[src/rtl/baud_pkg.sv]
package baud_pkg;

  // Reference cycles per bit for a given prescale and rate constant
  function automatic int unsigned span(input int unsigned pre,
                                       input int unsigned k,
                                       input int unsigned cw);
    return pre * ((2 ** cw) - k);
  endfunction

endpackage

[src/rtl/baud_cfg_stage.sv]
module baud_cfg_stage #(
  parameter int unsigned CW        = 8,
  parameter int unsigned PW        = 13,
  parameter logic [7:0]  COEF_SLOW = 8'h02,
  parameter logic [7:0]  COEF_MID  = 8'h03,
  parameter logic [7:0]  COEF_FAST = 8'h07,
  parameter int unsigned PRE_SLOW  = 16,
  parameter int unsigned PRE_MID   = 2,
  parameter int unsigned PRE_FAST  = 1,
  parameter int unsigned DEF_N     = 1248
) (
  input  logic          clk,
  input  logic          rst,
  input  logic [CW-1:0] cfg_coef,
  input  logic [CW-1:0] cfg_const,
  input  logic          cfg_load,
  input  logic          apply,
  input  logic          swap,
  output logic [PW-1:0] staged_n,
  output logic          pending,
  output logic          active
);
  localparam int NR = 3;
  localparam logic [CW-1:0] CODES [NR] = '{CW'(COEF_SLOW), CW'(COEF_MID), CW'(COEF_FAST)};
  localparam int unsigned   PRES  [NR] = '{PRE_SLOW, PRE_MID, PRE_FAST};

  logic [NR-1:0] hit;
  logic [PW-1:0] cand [NR];
  logic [PW-1:0] base;
  logic [PW-1:0] pick;
  logic          coef_ok;

  assign base = PW'(2 ** CW) - PW'(cfg_const);

  genvar gi;
  generate
    for (gi = 0; gi < NR; gi++) begin : g_range
      assign hit[gi]  = (cfg_coef == CODES[gi]);
      assign cand[gi] = base * PW'(PRES[gi]);
    end
  endgenerate

  assign coef_ok = |hit;

  always_comb begin
    pick = '0;
    for (int i = 0; i < NR; i++) begin
      if (hit[i]) pick = cand[i];
    end
  end

  always_ff @(posedge clk) begin
    if (rst) begin
      staged_n <= PW'(DEF_N);
      pending  <= 1'b0;
      active   <= 1'b1;
    end else begin
      if (cfg_load && coef_ok) staged_n <= pick;
      if (apply) begin
        pending <= 1'b1;
        active  <= 1'b0;
      end else if (swap) begin
        pending <= 1'b0;
        active  <= 1'b1;
      end
    end
  end

  // an unknown range code must not disturb the staged period
  p_bad_coef_hold_r5: assert property (@(posedge clk) disable iff (rst)
    (cfg_load && !coef_ok) |=> $stable(staged_n));

  // an apply drops the flag on the next cycle
  p_apply_drops_flag_r8: assert property (@(posedge clk) disable iff (rst)
    apply |=> !active);

endmodule

[src/rtl/baud_bit_div.sv]
module baud_bit_div #(
  parameter int unsigned PW    = 13,
  parameter int unsigned DEF_N = 1248
) (
  input  logic          clk,
  input  logic          rst,
  input  logic          pending,
  input  logic [PW-1:0] staged_n,
  output logic [PW-1:0] period_q,
  output logic          at_end,
  output logic          swap,
  output logic          bit_tick_q
);
  logic [PW-1:0] cnt;

  assign at_end = (cnt == '0);
  assign swap   = at_end && pending;

  always_ff @(posedge clk) begin
    if (rst) begin
      cnt        <= PW'(DEF_N - 1);
      period_q   <= PW'(DEF_N);
      bit_tick_q <= 1'b0;
    end else if (at_end) begin
      bit_tick_q <= 1'b1;
      if (pending) begin
        period_q <= staged_n;
        cnt      <= staged_n - PW'(1);
      end else begin
        cnt <= period_q - PW'(1);
      end
    end else begin
      cnt        <= cnt - PW'(1);
      bit_tick_q <= 1'b0;
    end
  end

  // the running period only changes together with a bit tick
  p_period_change_at_tick_r6: assert property (@(posedge clk) disable iff (rst)
    !$stable(period_q) |-> bit_tick_q);

  // the countdown never exceeds the running period
  p_count_in_period_r6: assert property (@(posedge clk) disable iff (rst)
    cnt < period_q);

endmodule

[src/rtl/baud_os_dist.sv]
module baud_os_dist #(
  parameter int unsigned PW       = 13,
  parameter int unsigned OS_RATIO = 16
) (
  input  logic          clk,
  input  logic          rst,
  input  logic [PW-1:0] period,
  input  logic          at_end,
  output logic          os_tick_q
);
  localparam logic [PW-1:0] OS_P = PW'(OS_RATIO);

  logic [PW-1:0] acc;
  logic [PW:0]   sum;
  logic          wide;

  assign wide = (period >= OS_P);
  assign sum  = {1'b0, acc} + (PW+1)'(OS_RATIO);

  always_ff @(posedge clk) begin
    if (rst) begin
      acc       <= '0;
      os_tick_q <= 1'b0;
    end else if (!wide) begin
      acc       <= '0;
      os_tick_q <= 1'b1;
    end else if (sum >= {1'b0, period}) begin
      os_tick_q <= 1'b1;
      acc       <= at_end ? '0 : PW'(sum - {1'b0, period});
    end else begin
      os_tick_q <= 1'b0;
      acc       <= at_end ? '0 : PW'(sum);
    end
  end

  // the fractional accumulator stays below one bit period
  p_acc_bound_r9: assert property (@(posedge clk) disable iff (rst)
    wide |-> (acc < period));

endmodule

[src/rtl/baud_rate_gen.sv]
module baud_rate_gen #(
  parameter int unsigned CW        = 8,
  parameter int unsigned OS_RATIO  = 16,
  parameter logic [7:0]  COEF_SLOW = 8'h02,
  parameter logic [7:0]  COEF_MID  = 8'h03,
  parameter logic [7:0]  COEF_FAST = 8'h07,
  parameter int unsigned PRE_SLOW  = 16,
  parameter int unsigned PRE_MID   = 2,
  parameter int unsigned PRE_FAST  = 1,
  parameter int unsigned DEF_PRE   = 16,
  parameter int unsigned DEF_CONST = 8'hB2
) (
  input  logic          clk,
  input  logic          rst,
  input  logic [CW-1:0] cfg_coef,
  input  logic [CW-1:0] cfg_const,
  input  logic          cfg_load,
  input  logic          apply,
  output logic          os_tick,
  output logic          bit_tick,
  output logic          rate_active
);
  localparam int unsigned PW    = $clog2(PRE_SLOW * (2 ** CW)) + 1;
  localparam int unsigned DEF_N = baud_pkg::span(DEF_PRE, DEF_CONST, CW);

  logic [PW-1:0] staged_n;
  logic [PW-1:0] period_q;
  logic          pending;
  logic          at_end;
  logic          swap;

  baud_cfg_stage #(
    .CW(CW), .PW(PW),
    .COEF_SLOW(COEF_SLOW), .COEF_MID(COEF_MID), .COEF_FAST(COEF_FAST),
    .PRE_SLOW(PRE_SLOW), .PRE_MID(PRE_MID), .PRE_FAST(PRE_FAST),
    .DEF_N(DEF_N)
  ) u_stage (
    .clk(clk), .rst(rst),
    .cfg_coef(cfg_coef), .cfg_const(cfg_const), .cfg_load(cfg_load),
    .apply(apply), .swap(swap),
    .staged_n(staged_n), .pending(pending), .active(rate_active)
  );

  baud_bit_div #(.PW(PW), .DEF_N(DEF_N)) u_div (
    .clk(clk), .rst(rst),
    .pending(pending), .staged_n(staged_n),
    .period_q(period_q), .at_end(at_end), .swap(swap),
    .bit_tick_q(bit_tick)
  );

  baud_os_dist #(.PW(PW), .OS_RATIO(OS_RATIO)) u_os (
    .clk(clk), .rst(rst),
    .period(period_q), .at_end(at_end),
    .os_tick_q(os_tick)
  );

  // every bit boundary is also an oversample boundary
  p_os_with_bit_r9: assert property (@(posedge clk) disable iff (rst)
    bit_tick |-> os_tick);

  // the flag only comes back on a bit tick
  p_flag_rises_on_tick_r8: assert property (@(posedge clk) disable iff (rst)
    $rose(rate_active) |-> bit_tick);

endmodule

[config.mk]
export PLATFORM = sky130hd
export DESIGN_NAME = baud_rate_gen
export DESIGN_NICKNAME = d
export VERILOG_FILES = /design/src/rtl/baud_pkg.sv /design/src/rtl/baud_cfg_stage.sv /design/src/rtl/baud_bit_div.sv /design/src/rtl/baud_os_dist.sv /design/src/rtl/baud_rate_gen.sv
export SDC_FILE = /design/constraint.sdc
export NUM_CORES = 1
export LEC_CHECK = 0
export ABC_AREA = 1
export ABC_CLOCK_PERIOD_IN_PS = 2300
export BUFFER_PORTS_ARGS = -buffer_cell sky130_fd_sc_hd__buf_2
export CAP_MARGIN = 20
export CORE_MARGIN = 4
export CORE_UTILIZATION = 56
export CTS_CLUSTER_DIAMETER = 40
export CTS_CLUSTER_SIZE = 20
export DETAILED_ROUTE_END_ITERATION = 10
export GPL_ROUTABILITY_DRIVEN = 0
export GPL_TIMING_DRIVEN = 0
export PLACE_DENSITY = 0.8
export SLEW_MARGIN = 0
export SYNTH_ARGS = -nofsm -noshare
export SYNTH_HDL_FRONTEND = slang
export SYNTH_SLANG_ARGS = --single-unit
[constraint.sdc]
create_clock -name clk -period 2.3 [get_ports clk]
set_input_delay 0.23 -clock clk [delete_from_list [all_inputs] [get_ports clk]]
set_output_delay 0.23 -clock clk [all_outputs]
set_load 0.005 [all_outputs]
======== Word-level counts from Yosys, hierarchy flattened ========
Index checks and enable logic that the tools add are counted.
storage, ports and cells
  output and inout bits ................... 3
  register bits after elaboration ......... 56
  latch bits .............................. 0
  bits in read-only memories .............. 0
  memories ................................ 0
  bits of input ports ..................... 20
  word-level logic and storage cells ...... 42
  bits in writable memories ............... 0
operators by class
  $add $sub $neg .......................... 6
  multiply operators ...................... 0
  reduce and logical (&&, ||, !) cells .... 7
  multiplexer cells ....................... 15
  magnitude comparators ................... 2
  shifts and indexed selects .............. 0
  eq/ne operators ......................... 3
  bitwise logic cells ..................... 1
  div/mod/pow operators ................... 0
operators with widths
  cell                   number
  $mux 13                8
  $sub 13x1->13 const B  3
  $eq 8x2->1 const B     2
  $add 13x5->14 const B  1
  $ge 14x13->1           1
  $ge 13x5->1 const B    1
  $logic_not 13->1       1
  $sub 13x13->13         1
  $sub 9x8->10 const A   1
  $eq 8x3->1 const B     1
  $mux 1                 7
  $reduce_or 3->1        1
  $logic_and 1x1->1      2
  $reduce_and 2->1       1
  $reduce_bool 2->1      1
  $reduce_or 2->1        1
  $not 1->1              1

======== Logic depth before layout (Yosys ltp) ========
Gate-level depths: netlist of the first run.
  depth after elaboration ................. 4
  mapped depth ............................ 19
  gate-level depth less buffers ........... 19

======== By module ========
Synthesis of the first run repeated with hierarchy kept, for this count alone.
second synthesis, totals
  cells, all modules ...................... 677
  area total of the unflattened synthesis .. 4265.3 µm²
modules (own cells, without submodules)
  module          times used  cells an instance  seq. area each (µm²)  area an instance (µm²)
  baud_bit_div    1           251                540.5                 1666.6
  baud_os_dist    1           277                280.3                 1665.3
  baud_cfg_stage  1           149                300.3                 933.4

======== Least setup slack after synthesis of the first run ========
No wires, ideal clock.
  kind .................................... reg2reg
  start ................................... register u_os.acc[4]
  end ..................................... register u_os.acc[10]
  data required time ...................... 2.173 ns
  path buffers ............................ 1
  path slack .............................. -0.007 ns
  arrival time ............................ 2.180 ns
  stages on the path, launching flop included .. 17
  period minus slack after synthesis ...... 2.307 ns
  library setup time ...................... 0.127 ns
  path through ............................ dfxtp_1 -> ha_1 -> nand2_1 -> nor2_1 -> nand2_1 -> o21ai_0 -> inv_1 -> ha_1 -> inv_1 -> o211ai_1 -> inv_1 -> nand2_1 -> nor2_4 -> nand2_4 -> buf_6 -> nand2_1 -> a21oi_2
between the ends
  word-level cells in the longest chain between the ends .. 4
  elaborated cells between the ends (all ways) .. 6
  classes of those cells .................. add/sub (2); order compare (1); mux (3)
ends and longest elaborated chain
  item                    line                text
  from (decl)             baud_os_dist.sv:13  logic [PW-1:0] acc;
  from (signal assigned)  baud_os_dist.sv:29  acc <= at_end ? '0 : PW'(sum - {1'b0, period});
  from (signal assigned)  baud_os_dist.sv:32  acc <= at_end ? '0 : PW'(sum);
  $add 13x5->14 *         baud_os_dist.sv:18  assign sum = {1'b0, acc} + (PW+1)'(OS_RATIO);
  $sub 13x13->13          baud_os_dist.sv:29
  $mux 13                 baud_os_dist.sv:29
  $mux 13 *               baud_os_dist.sv:27  end else if (sum >= {1'b0, period}) begin
Mark *: on every way between the ends. The rest lies on a longest branch, timed or not.
A chain may end at the register's enable or synchronous reset.

======== Worst setup path after layout of the first run ========
  start ................................... register u_os.acc[4]
  end ..................................... register u_os.acc[11]
Same word-level chain as after synthesis.

==> flow_metrics.tcl, run 1 <==
set metrics [dict create \
    final_util 0.681 \
    async_flop_share 0 \
    numPortBuffers 21 \
    grt_start_max_net_pins 18 \
    setup_violations 14 \
    fp-row-count 30 \
    end_kind "flop" \
    overflow 0 \
    finalMaxSlewViolations 0 \
    finalInstanceArea_um2 4680 \
    avgRoutedWirePerCell_um 14.6 \
    drc 0 \
    violations "negative setup slack" \
    synth_top_area_cell "dfxtp_1" \
    cts_sinks 56 \
    met2_usage 0.433 \
    crit_path_max_fanout 4 \
    syn_area_per_cell_um2 6.34 \
    initial_core_util 0.580 \
    cts_tree "built" \
    synth_cells 628 \
    dp_hpwl_um 7890 \
    final_common_cell "nand2_1" \
    dp_cells 745 \
    hold_viol 0 \
    synth_top_area_share 0.281 \
    drt_first_pass_iters 6 \
    drive_gt1_frac 0.204 \
    hold_class "primary input to flop" \
    total_power_mw 1.77 \
    setup_tns_ns -1.70 \
    yosys_warnings 0 \
    ant_nets 0 \
    startpoint_type "flop" \
    finClkSkew_ns 0.0188 \
    min_period_over_period 1.10 \
    pwr_density_cell_nw_per_um2 377 \
    fin_nets 708 \
    placed_area_um2 4210 \
    drt_first_iter_violations 504 \
    synth_flop_cell "dfxtp_1" \
    rsz0062_at_grt "yes" \
    finalNonFillerCells 768 \
    dieArea_um2 8530 \
    synth_nets 665 \
    top_usage_layer "met2" \
    maxCapViolCount 0 \
    yosysUniqueCellTypes 44 \
    ys_ff_latch 56 \
    use_met1 0.338 \
    grt.total_usage 0.255 \
    p_clk_frac 0.315 \
    grt_pass1_wl_um 17800 \
    crit_type "flop to flop" \
    pre_cts_slack_ns -0.311 \
    synth_edf_count 0 \
    relSlewSlack 0.562 \
    comb_power_share 0.124 \
    power_frac_seq 0.561 \
    cts_made_buffers 5 \
    syn_area_um2 3980 \
    wirelength_um 11200 \
    postCtsHoldBufs 0 \
    use_met3 0.0406 \
    r2r_slack_ns -0.22 \
    clock_latency_ns 0.32 \
    swShare 0.276 \
    tightest_slew_ns 0.651 \
    design.portCount 23 \
    p_int_mw 1.28 \
    fmax_ghz 0.397 \
    grt_pass1_vias 4003 \
    p_leak_nw 2.20 \
    period_needed_ns 2.52 \
    area_growth_pct 17.4 \
    status "finished, violations left" \
    clock_path_buffers 2 \
    vias_per_cell 5.63 \
    root_buffer "clkbuf_8" \
    worstPathRequired_ns 2.56 \
    die_h_um 92.3 \
    arrival_ns 2.78 \
    clk_pin_slew_ns 0.10 \
    route.vias.total 4322 \
    antenna_cells 0 \
    hold_ws_ns 0.187 \
    ir_drop_mv 0.342 \
    antenna_found_initial 0 \
    final_cell_mix "137 x nand2_1, 95 x inv_1, 69 x nor2_1, 53 x nand3_1, 50 x dfxtp_1" \
    die_x_um 92.3 \
    setup_slack_ns -0.220 \
    htree_levels 2 \
    coreArea_um2 6870 \
    ys_seq_area_frac 0.281 \
    p_sw_uw 488 \
    yosys-top-cells-area "dfxtp_1 28%, nand2_1 15%, inv_1 9.3%" \
]
critical path: stages (launching register included):
cell	delay, ns
dfxtp_4	0.40
inv_4	0.04
nor2_4	0.17
nand3_2	0.12
xor2_1	0.19
inv_1	0.10
ha_4	0.24
buf_4	0.14
nand2_1	0.09
inv_1	0.07
a21boi_0	0.36
nand3_1	0.13
nand2_1	0.08
nand2_1	0.05
nor2_1	0.11
nand2_2	0.07
a21oi_2	0.10
path summary, 6_finish.rpt:
path / startpoint / to / depth (start not counted)
max: u_os.acc[4] / u_os.acc[11] / 16
min: apply / u_stage.pending / 3
max reg2reg: u_os.acc[4] / u_os.acc[11] / 16
min reg2reg: u_div.period_q[2] / u_div.period_q[2] / 2
state kept, by name, indices dropped and copies added, names as in the netlist:
signal / count
u_div.bit_tick_q: 1
u_div.cnt: 13
u_div.period_q: 13
u_os.acc: 13
u_os.os_tick_q: 1
u_stage.active: 1
u_stage.pending: 1
u_stage.staged_n: 13
metal layers:
layer,part of all wire,vias up,wire length (um)
met5,0,-,0
met3,0.086,38,966
met1,0.42,1973,4660
met2,0.47,214,5270
li1,-,2097,-
met4,0.026,0,292
power groups by stage:
stage	Combinational (mW)	Clock (mW)	Sequential (mW)
floorplan	0.140	0	1.01
global placement	0.188	0	1.01
detailed placement	0.196	0	1.01
CTS	0.204	0.566	0.990
global route	0.244	0.611	0.992
finish	0.219	0.556	0.991
cells by family after synthesis:
| group | count (synthesis) | synth area share |
|---|---|---|
| flops | 56 | 0.281 |
| fa+ha+maj | 17 | 0.0553 |
| buf+inv | 120 | 0.128 |
| compound gates | 100 | 0.144 |
| xor+xnor | 12 | 0.0264 |
| simple gates | 323 | 0.365 |
synthesized netlist by cell type, types with 4 or more instances:
cell	n
o21ai_0	29
buf_2	4
ha_1	16
xor2_1	6
nor2_2	6
dfxtp_1	56
nor2_4	4
o22ai_1	4
inv_1	99
clkbuf_1	4
nand2_1	155
buf_6	5
nand4_1	15
a21oi_1	48
nor2_1	73
nand3_1	54
xnor2_1	6
timing repair:
action / in CTS / in global routing
cloned: 2 / 0
endpoints found under the setup margin: 14 / 18
pin swaps: 16 / 18
buffers inserted: 9 / 4
gates resized for setup: 44 / 28
final cells by class:
type	instances	area (um2)
clock inverters	2	16.3
plain buffers	18	130
well taps	96	120
fillers	584	2190
flip-flops and latches	56	1130
repair buffers	36	229
multi-input cells	452	2590
inverters	102	385
clock buffers	6	72.6
Note: power is estimated with default switching activity, not from simulation.
==> run 2, diff against run 1 <==
- CORE_MARGIN: 4 -> not set
==> run 2 against run 1 <==
  * The run still ends with negative setup slack left
  * Final cell count rose by 0.26%
  * First-iteration DRC count shrank 33%
  * Critical path depth is 4 lower
  * Die area is 13% lower
  * Maximum frequency grew 4.8%
  * Combinational power about the same
  * Critical path type unchanged
  * Largest cell class unchanged
==> flow_metrics.tcl, run 2 (synthesis gave the netlist of run 1 again) <==
set metrics [dict create \
    status "finished, violations left" \
    violations "negative setup slack" \
    crit_path_max_fanout 5 \
    final_cell_mix "138 x nand2_1, 92 x inv_1, 69 x nor2_1, 50 x nand3_1, 50 x dfxtp_1" \
    fp-row-count 30 \
    dieArea_um2 7460 \
    finalNonFillerCells 770 \
    worstPathCellList "ha_1, inv_1, fa_1, inv_1, o21ai_4, a21oi_4, nor2_2, nor2_4, nand2_4, buf_8, nand2_4, a21oi_2" \
    ir_drop_mv 0.386 \
    critPathLaunch "u_div.period_q[0]" \
    die_h_um 86.3 \
    cts_made_buffers 5 \
    r2r-end "u_os.acc[9]" \
    drt_first_iter_violations 340 \
    final_common_cell "nand2_1" \
    postCtsHoldBufs 0 \
    min_period_over_period 1.05 \
    setup_slack_ns -0.105 \
    p_leak_nw 2.23 \
    antenna_cells 0 \
    hp-start "apply" \
    drc 0 \
    drt_first_pass_iters 6 \
    overflow 0 \
    min_to "u_stage.pending" \
    fin_nets 710 \
    hold_viol 0 \
    dp_hpwl_um 7850 \
    pwr_density_cell_nw_per_um2 374 \
    end_kind "flop" \
    grt.total_usage 0.290 \
    grt_pass1_wl_um 17100 \
    cts_tree "built" \
    grt_pass1_vias 3790 \
    finalMaxSlewViolations 0 \
    slowest_delay_ns 0.45 \
    vias_per_cell 5.60 \
    fill_cells 588 \
    root_buffer "clkbuf_8" \
    cts_sinks 56 \
    period_needed_ns 2.41 \
    ant_nets 0 \
    coreArea_um2 6830 \
    dp_cells 745 \
    die_x_um 86.3 \
    hold_class "primary input to flop" \
    initial_core_util 0.583 \
    min_path_cells 3 \
    route.vias.total 4312 \
    maxCapViolCount 0 \
    worstPathRequired_ns 2.49 \
    drive_gt1_frac 0.215 \
    setup_violations 13 \
    antenna_found_initial 0 \
    arrival_ns 2.60 \
    clk_pin_slew_ns 0.11 \
    r2r_slack_ns -0.11 \
    avgRoutedWirePerCell_um 14.5 \
    reg2reg_from "u_div.period_q[0]" \
    numPortBuffers 21 \
    final_util 0.695 \
    r2r_cells 12 \
    htree_levels 2 \
    rsz0062_at_grt "yes" \
    area_growth_pct 19.3 \
    startpoint_type "flop" \
    cpMaxStageDelayCell "fa_1" \
    wirelength_um 11200 \
    grt_start_max_net_pins 19 \
    crit_type "flop to flop" \
    fmax_ghz 0.416 \
    relSlewSlack 0.556 \
    tightest_slew_ns 0.659 \
    clock_latency_ns 0.32 \
    finClkSkew_ns 0.0209 \
    clock_path_buffers 2 \
    design.portCount 23 \
]
[run 2: cell types whose count changed in the layout (fill, tap and decap cells not counted), moves of 2 or more]
cell and delta:
a21oi_1 +4, a21oi_2 -5, buf_6 +2, inv_1 -3, inv_2 +3, nand2_2 -4, nand2_4 +3, nand3_1 -3
nand3_2 +3, nor2_2 -2, nor2_4 +2, xor2_1 -2, xor2_2 +2
[run 2: critical path, delay by kind of cell, from the launching register on]
| family | cells | cell delay, ns |
|---|---|---|
| AOI/OAI and AO/OA | 3 | 0.35 |
| adders and majority gates | 2 | 0.66 |
| buffers and inverters | 3 | 0.37 |
| DFF | 1 | 0.44 |
| and+or+nand+nor | 4 | 0.48 |
[run 2: repair_timing]
item	4_1_cts	5_1_grt
cloned	2	0
setup buffers	11	4
endpoints found under the setup margin	14	17
resized for setup	48	36
pin swaps	18	19
[run 2: worst max-delay path by stage]
stage                    to  slack [ns]
3_5_place_dp    u_os.acc[9]       -0.38
4_1_cts         u_os.acc[2]       -0.05
3_3_place_gp    u_os.acc[9]       -0.28
2_1_floorplan  u_os.acc[10]        0.03
6_report        u_os.acc[9]       -0.11
5_1_grt         u_os.acc[5]       -0.21
[run 2: routing by layer]
metal | wire length (um) | vias to the layer above | track usage
met5 | 0 | - | 0
met2 | 5350 | 202 | 0.481
met1 | 4860 | 1988 | 0.394
li1 | - | 2096 | -
met3 | 817 | 26 | 0.0495
met4 | 170 | 0 | 0.0667
[run 2: cell type report]
type	count	area, um2	share of cell area
Sequential cell	56	1130	0.239
Clock inverter	3	22.5	0.00474
Buffer	18	130	0.0274
Inverter	102	385	0.0811
Tap cell	96	120	0.0253
Clock buffer	5	68.8	0.0145
Multi-Input combinational cell	452	2650	0.557
Timing Repair Buffer	38	244	0.0514
[run 2: stage by stage]
stage	hold slack [ns]	area [um2]	TNS, ns	power (mW)	setup WS, ns
floorplan	0.378	3990	0	1.15	0.0289
global placement	0.451	4210	-3.48	1.20	-0.276
detailed placement	0.453	4210	-4.82	1.21	-0.384
CTS	0.166	4580	-0.502	1.77	-0.0500
global route	0.198	4750	-2.79	1.84	-0.214
finish	0.169	4750	-1.22	1.77	-0.105
[run 2: power breakdown]
group	switching [mW]	total, mW	internal (mW)
combinational	0.138	0.217	0.0796
sequential	0.0103	0.991	0.981
clock	0.347	0.567	0.220
==> run 3, diff against run 2 <==
- ABC_AREA: 1 -> 0
- CORE_UTILIZATION: 56 -> 55
- PLACE_DENSITY: 0.8 -> 0.79
==> run 3 against run 2 <==
  * The flow still finishes with violations (negative setup slack)
  * First-iteration DRC count is 39% higher
  * Via count shrank 11%
  * Maximum frequency down 6.0%
  * Clock skew is 0.0027 ns lower
  * Setup slack lost 0.15 ns
  * Power increased by 130%
  * Largest power group is now combinational cells
==> flow_metrics.tcl, run 3 <==
set metrics [dict create \
    pre_cts_slack_ns -0.410 \
    route.vias.total 3826 \
    drt_first_pass_iters 5 \
    cts_sinks 56 \
    maxCapViolCount 0 \
    finClkSkew_ns 0.0182 \
    setup_violations 14 \
    grt.total_usage 0.303 \
    clock_path_buffers 2 \
    synth_top_family_by_area "simple AND/OR/NAND/NOR gates" \
    yosysUniqueCellTypes 57 \
    syn_area_per_cell_um2 7.98 \
    synth-compound-area-share 0.201 \
    synthMuxAreaShare 0.0629 \
    min_path_cells 2 \
    hp-start "apply" \
    drive_gt1_frac 0.245 \
    synth_nets 501 \
    cts_made_buffers 5 \
    cp_top_family "compound AO/OA/AOI/OAI gates" \
    area_growth_pct 25.2 \
    reg2reg_from "u_os.acc[8]" \
    synth_xor_area_frac 0.0639 \
    min_period_over_period 1.11 \
    wirelength_um 10900 \
    grt_pass1_wl_um 17000 \
    fill_cells 475 \
    fp-row-count 29 \
    pwr_density_cell_nw_per_um2 875 \
    setup_tns_ns -3.05 \
    dieArea_um2 7060 \
    numPortBuffers 21 \
    fin_nets 551 \
    finalMaxSlewViolations 0 \
    ys_seq_area_frac 0.303 \
    synth_cells 464 \
    fmax_ghz 0.391 \
    synth_flop_cell "dfxtp_1" \
    cpMaxStageDelayCell "dfxtp_4" \
    grt_start_max_net_pins 17 \
    die_x_um 84.0 \
    cts_tree "built" \
    yosys-top-cells-area "dfxtp_1 30%, mux2i_1 5.7%, ha_1 5.4%" \
    synth_fa_ha_area_frac 0.0595 \
    yosys_warnings 0 \
    crit_type "flop to flop" \
    postCtsHoldBufs 0 \
    end_kind "flop" \
    final_common_cell "dfxtp_1" \
    hold_ws_ns 0.100 \
    coreArea_um2 6420 \
    synth_edf_count 0 \
    startpoint_type "flop" \
    status "finished, violations left" \
    design.portCount 23 \
    min_to "u_stage.active" \
    slowest_delay_ns 0.39 \
    worstPathRequired_ns 2.50 \
    clock_latency_ns 0.32 \
    overflow 0 \
    vias_per_cell 6.47 \
    violations "negative setup slack" \
    r2r_slack_ns -0.26 \
    final_cell_mix "50 x dfxtp_1, 49 x nor2_1, 33 x nand2_1, 32 x a21oi_1, 25 x inv_1" \
    drt_first_iter_violations 472 \
    synth_most_common_cell "dfxtp_1" \
    hold_class "primary input to flop" \
    tightest_slew_ns 0.570 \
    async_flop_share 0 \
    grt_pass1_vias 3547 \
    p_leak_nw 1.86 \
    r2r_cells 13 \
    hold_viol 0 \
    cp.buffers_inverters 2 \
    rsz0062_at_grt "yes" \
    htree_levels 2 \
    relSlewSlack 0.617 \
    period_needed_ns 2.56 \
    worstPathCellList "and3_4, nand3_4, nor2_4, xor2_2, ha_4, a21o_1, a31oi_4, o221a_4, o31ai_4, clkbuf_8, buf_6, nor2_2, nor2_1" \
    syn_area_um2 3700 \
    synth_top_area_share 0.303 \
    synth_top_area_cell "dfxtp_1" \
    arrival_ns 2.76 \
    initial_core_util 0.576 \
    drc 0 \
    dp_hpwl_um 6930 \
    avgRoutedWirePerCell_um 18.5 \
    root_buffer "clkbuf_8" \
    synthTopCellsByCount "56 x dfxtp_1, 52 x nor2_1, 35 x nand2_1" \
    die_h_um 84.0 \
    antenna_found_initial 0 \
    ir_drop_mv 0.485 \
    antenna_cells 0 \
    setup_slack_ns -0.259 \
    r2r-end "u_os.os_tick_q" \
    clk_pin_slew_ns 0.11 \
    crit_path_max_fanout 5 \
    critPathLaunch "u_os.acc[8]" \
    synth-simple-area-share 0.251 \
    ant_nets 0 \
    ys_ff_latch 56 \
]
-- run 3: cell types whose count changed in the layout (fill, tap and decap cells not counted), sizes merged, moves of 11 or more --
cell	previous run	this run
a21oi	52	34
clkbuf	9	20
inv	103	25
mux2i	0	21
nand2	159	37
nand2b	0	11
nand3	56	12
nor2	83	52
nor3	3	15
-- run 3: worst max-delay path by stage --
| stage | end | slack, ns | depth (start not counted) |
|---|---|---|---|
| after global placement | u_os.acc[0] | -0.38 | 11 |
| after detailed placement | u_os.acc[0] | -0.41 | 11 |
| final | u_os.os_tick_q | -0.26 | 13 |
| after CTS | u_os.acc[10] | -0.14 | 12 |
| after floorplan | u_os.acc[9] | 0.003 | 9 |
| after global routing | u_os.acc[11] | -0.37 | 12 |
-- run 3: final cells by class --
type,count,area [um2],area share
clock buffer,5,68.8,0.0149
clock inverter,2,12.5,0.00270
sequential,56,1140,0.245
inverter,25,93.8,0.0203
timing repair buffer,45,315,0.0681
buffer,20,145,0.0313
tap,77,96.3,0.0208
multi-input combinational,361,2770,0.597
-- run 3: logic make-up (layout without fill, tap and decap cells) --
kind of cell | Yosys count | count (layout)
mux | 23 | 23
flops | 56 | 56
simple gates | 179 | 179
fa+ha+maj | 17 | 17
buf+inv | 47 | 97
compound gates | 115 | 115
xor+xnor | 27 | 27
-- run 3: stage by stage --
stage	instances	power, mW	instance area, um2	util
floorplan	464	2.31	3750	-
global placement	562	2.56	3950	0.615
detailed placement	562	2.62	3950	0.615
CTS	583	3.69	4450	0.693
global route	591	4.22	4630	0.721
finish	591	4.05	4630	0.721
-- run 3: timing repair --
| action | in CTS | in global routing |
|---|---|---|
| endpoints found under the setup margin | 20 | 23 |
| setup buffers | 14 | 8 |
| gates cloned | 2 | 0 |
| resized for setup | 59 | 21 |
| endpoints found under the hold margin | 0 | 0 |
| pin swaps | 23 | 9 |
-- run 3: metal layers --
metal	vias to the layer above	GRT usage	routed length [um]
li1	1771	-	-
met1	1776	0.391	4580
met2	228	0.501	5050
met3	51	0.0445	850
met4	0	0.132	455
met5	-	0	0
-- run 3: power breakdown --
| part | switching, mW | internal [mW] |
|---|---|---|
| Clock | 0.334 | 0.208 |
| Combinational | 1.21 | 1.09 |
| Sequential | 0.130 | 1.09 |
| Total | 1.67 | 2.38 |
-- run 3: worst register-to-register path, stage by stage, from the launching register on --
cell      delay (ns)
dfxtp_4         0.39
and3_4          0.20
nand3_4         0.14
nor2_4          0.14
xor2_2          0.22
ha_4            0.25
a21o_1          0.18
a31oi_4         0.16
o221a_4         0.23
o31ai_4         0.12
clkbuf_8        0.19
buf_6           0.12
nor2_2          0.06
nor2_1          0.04
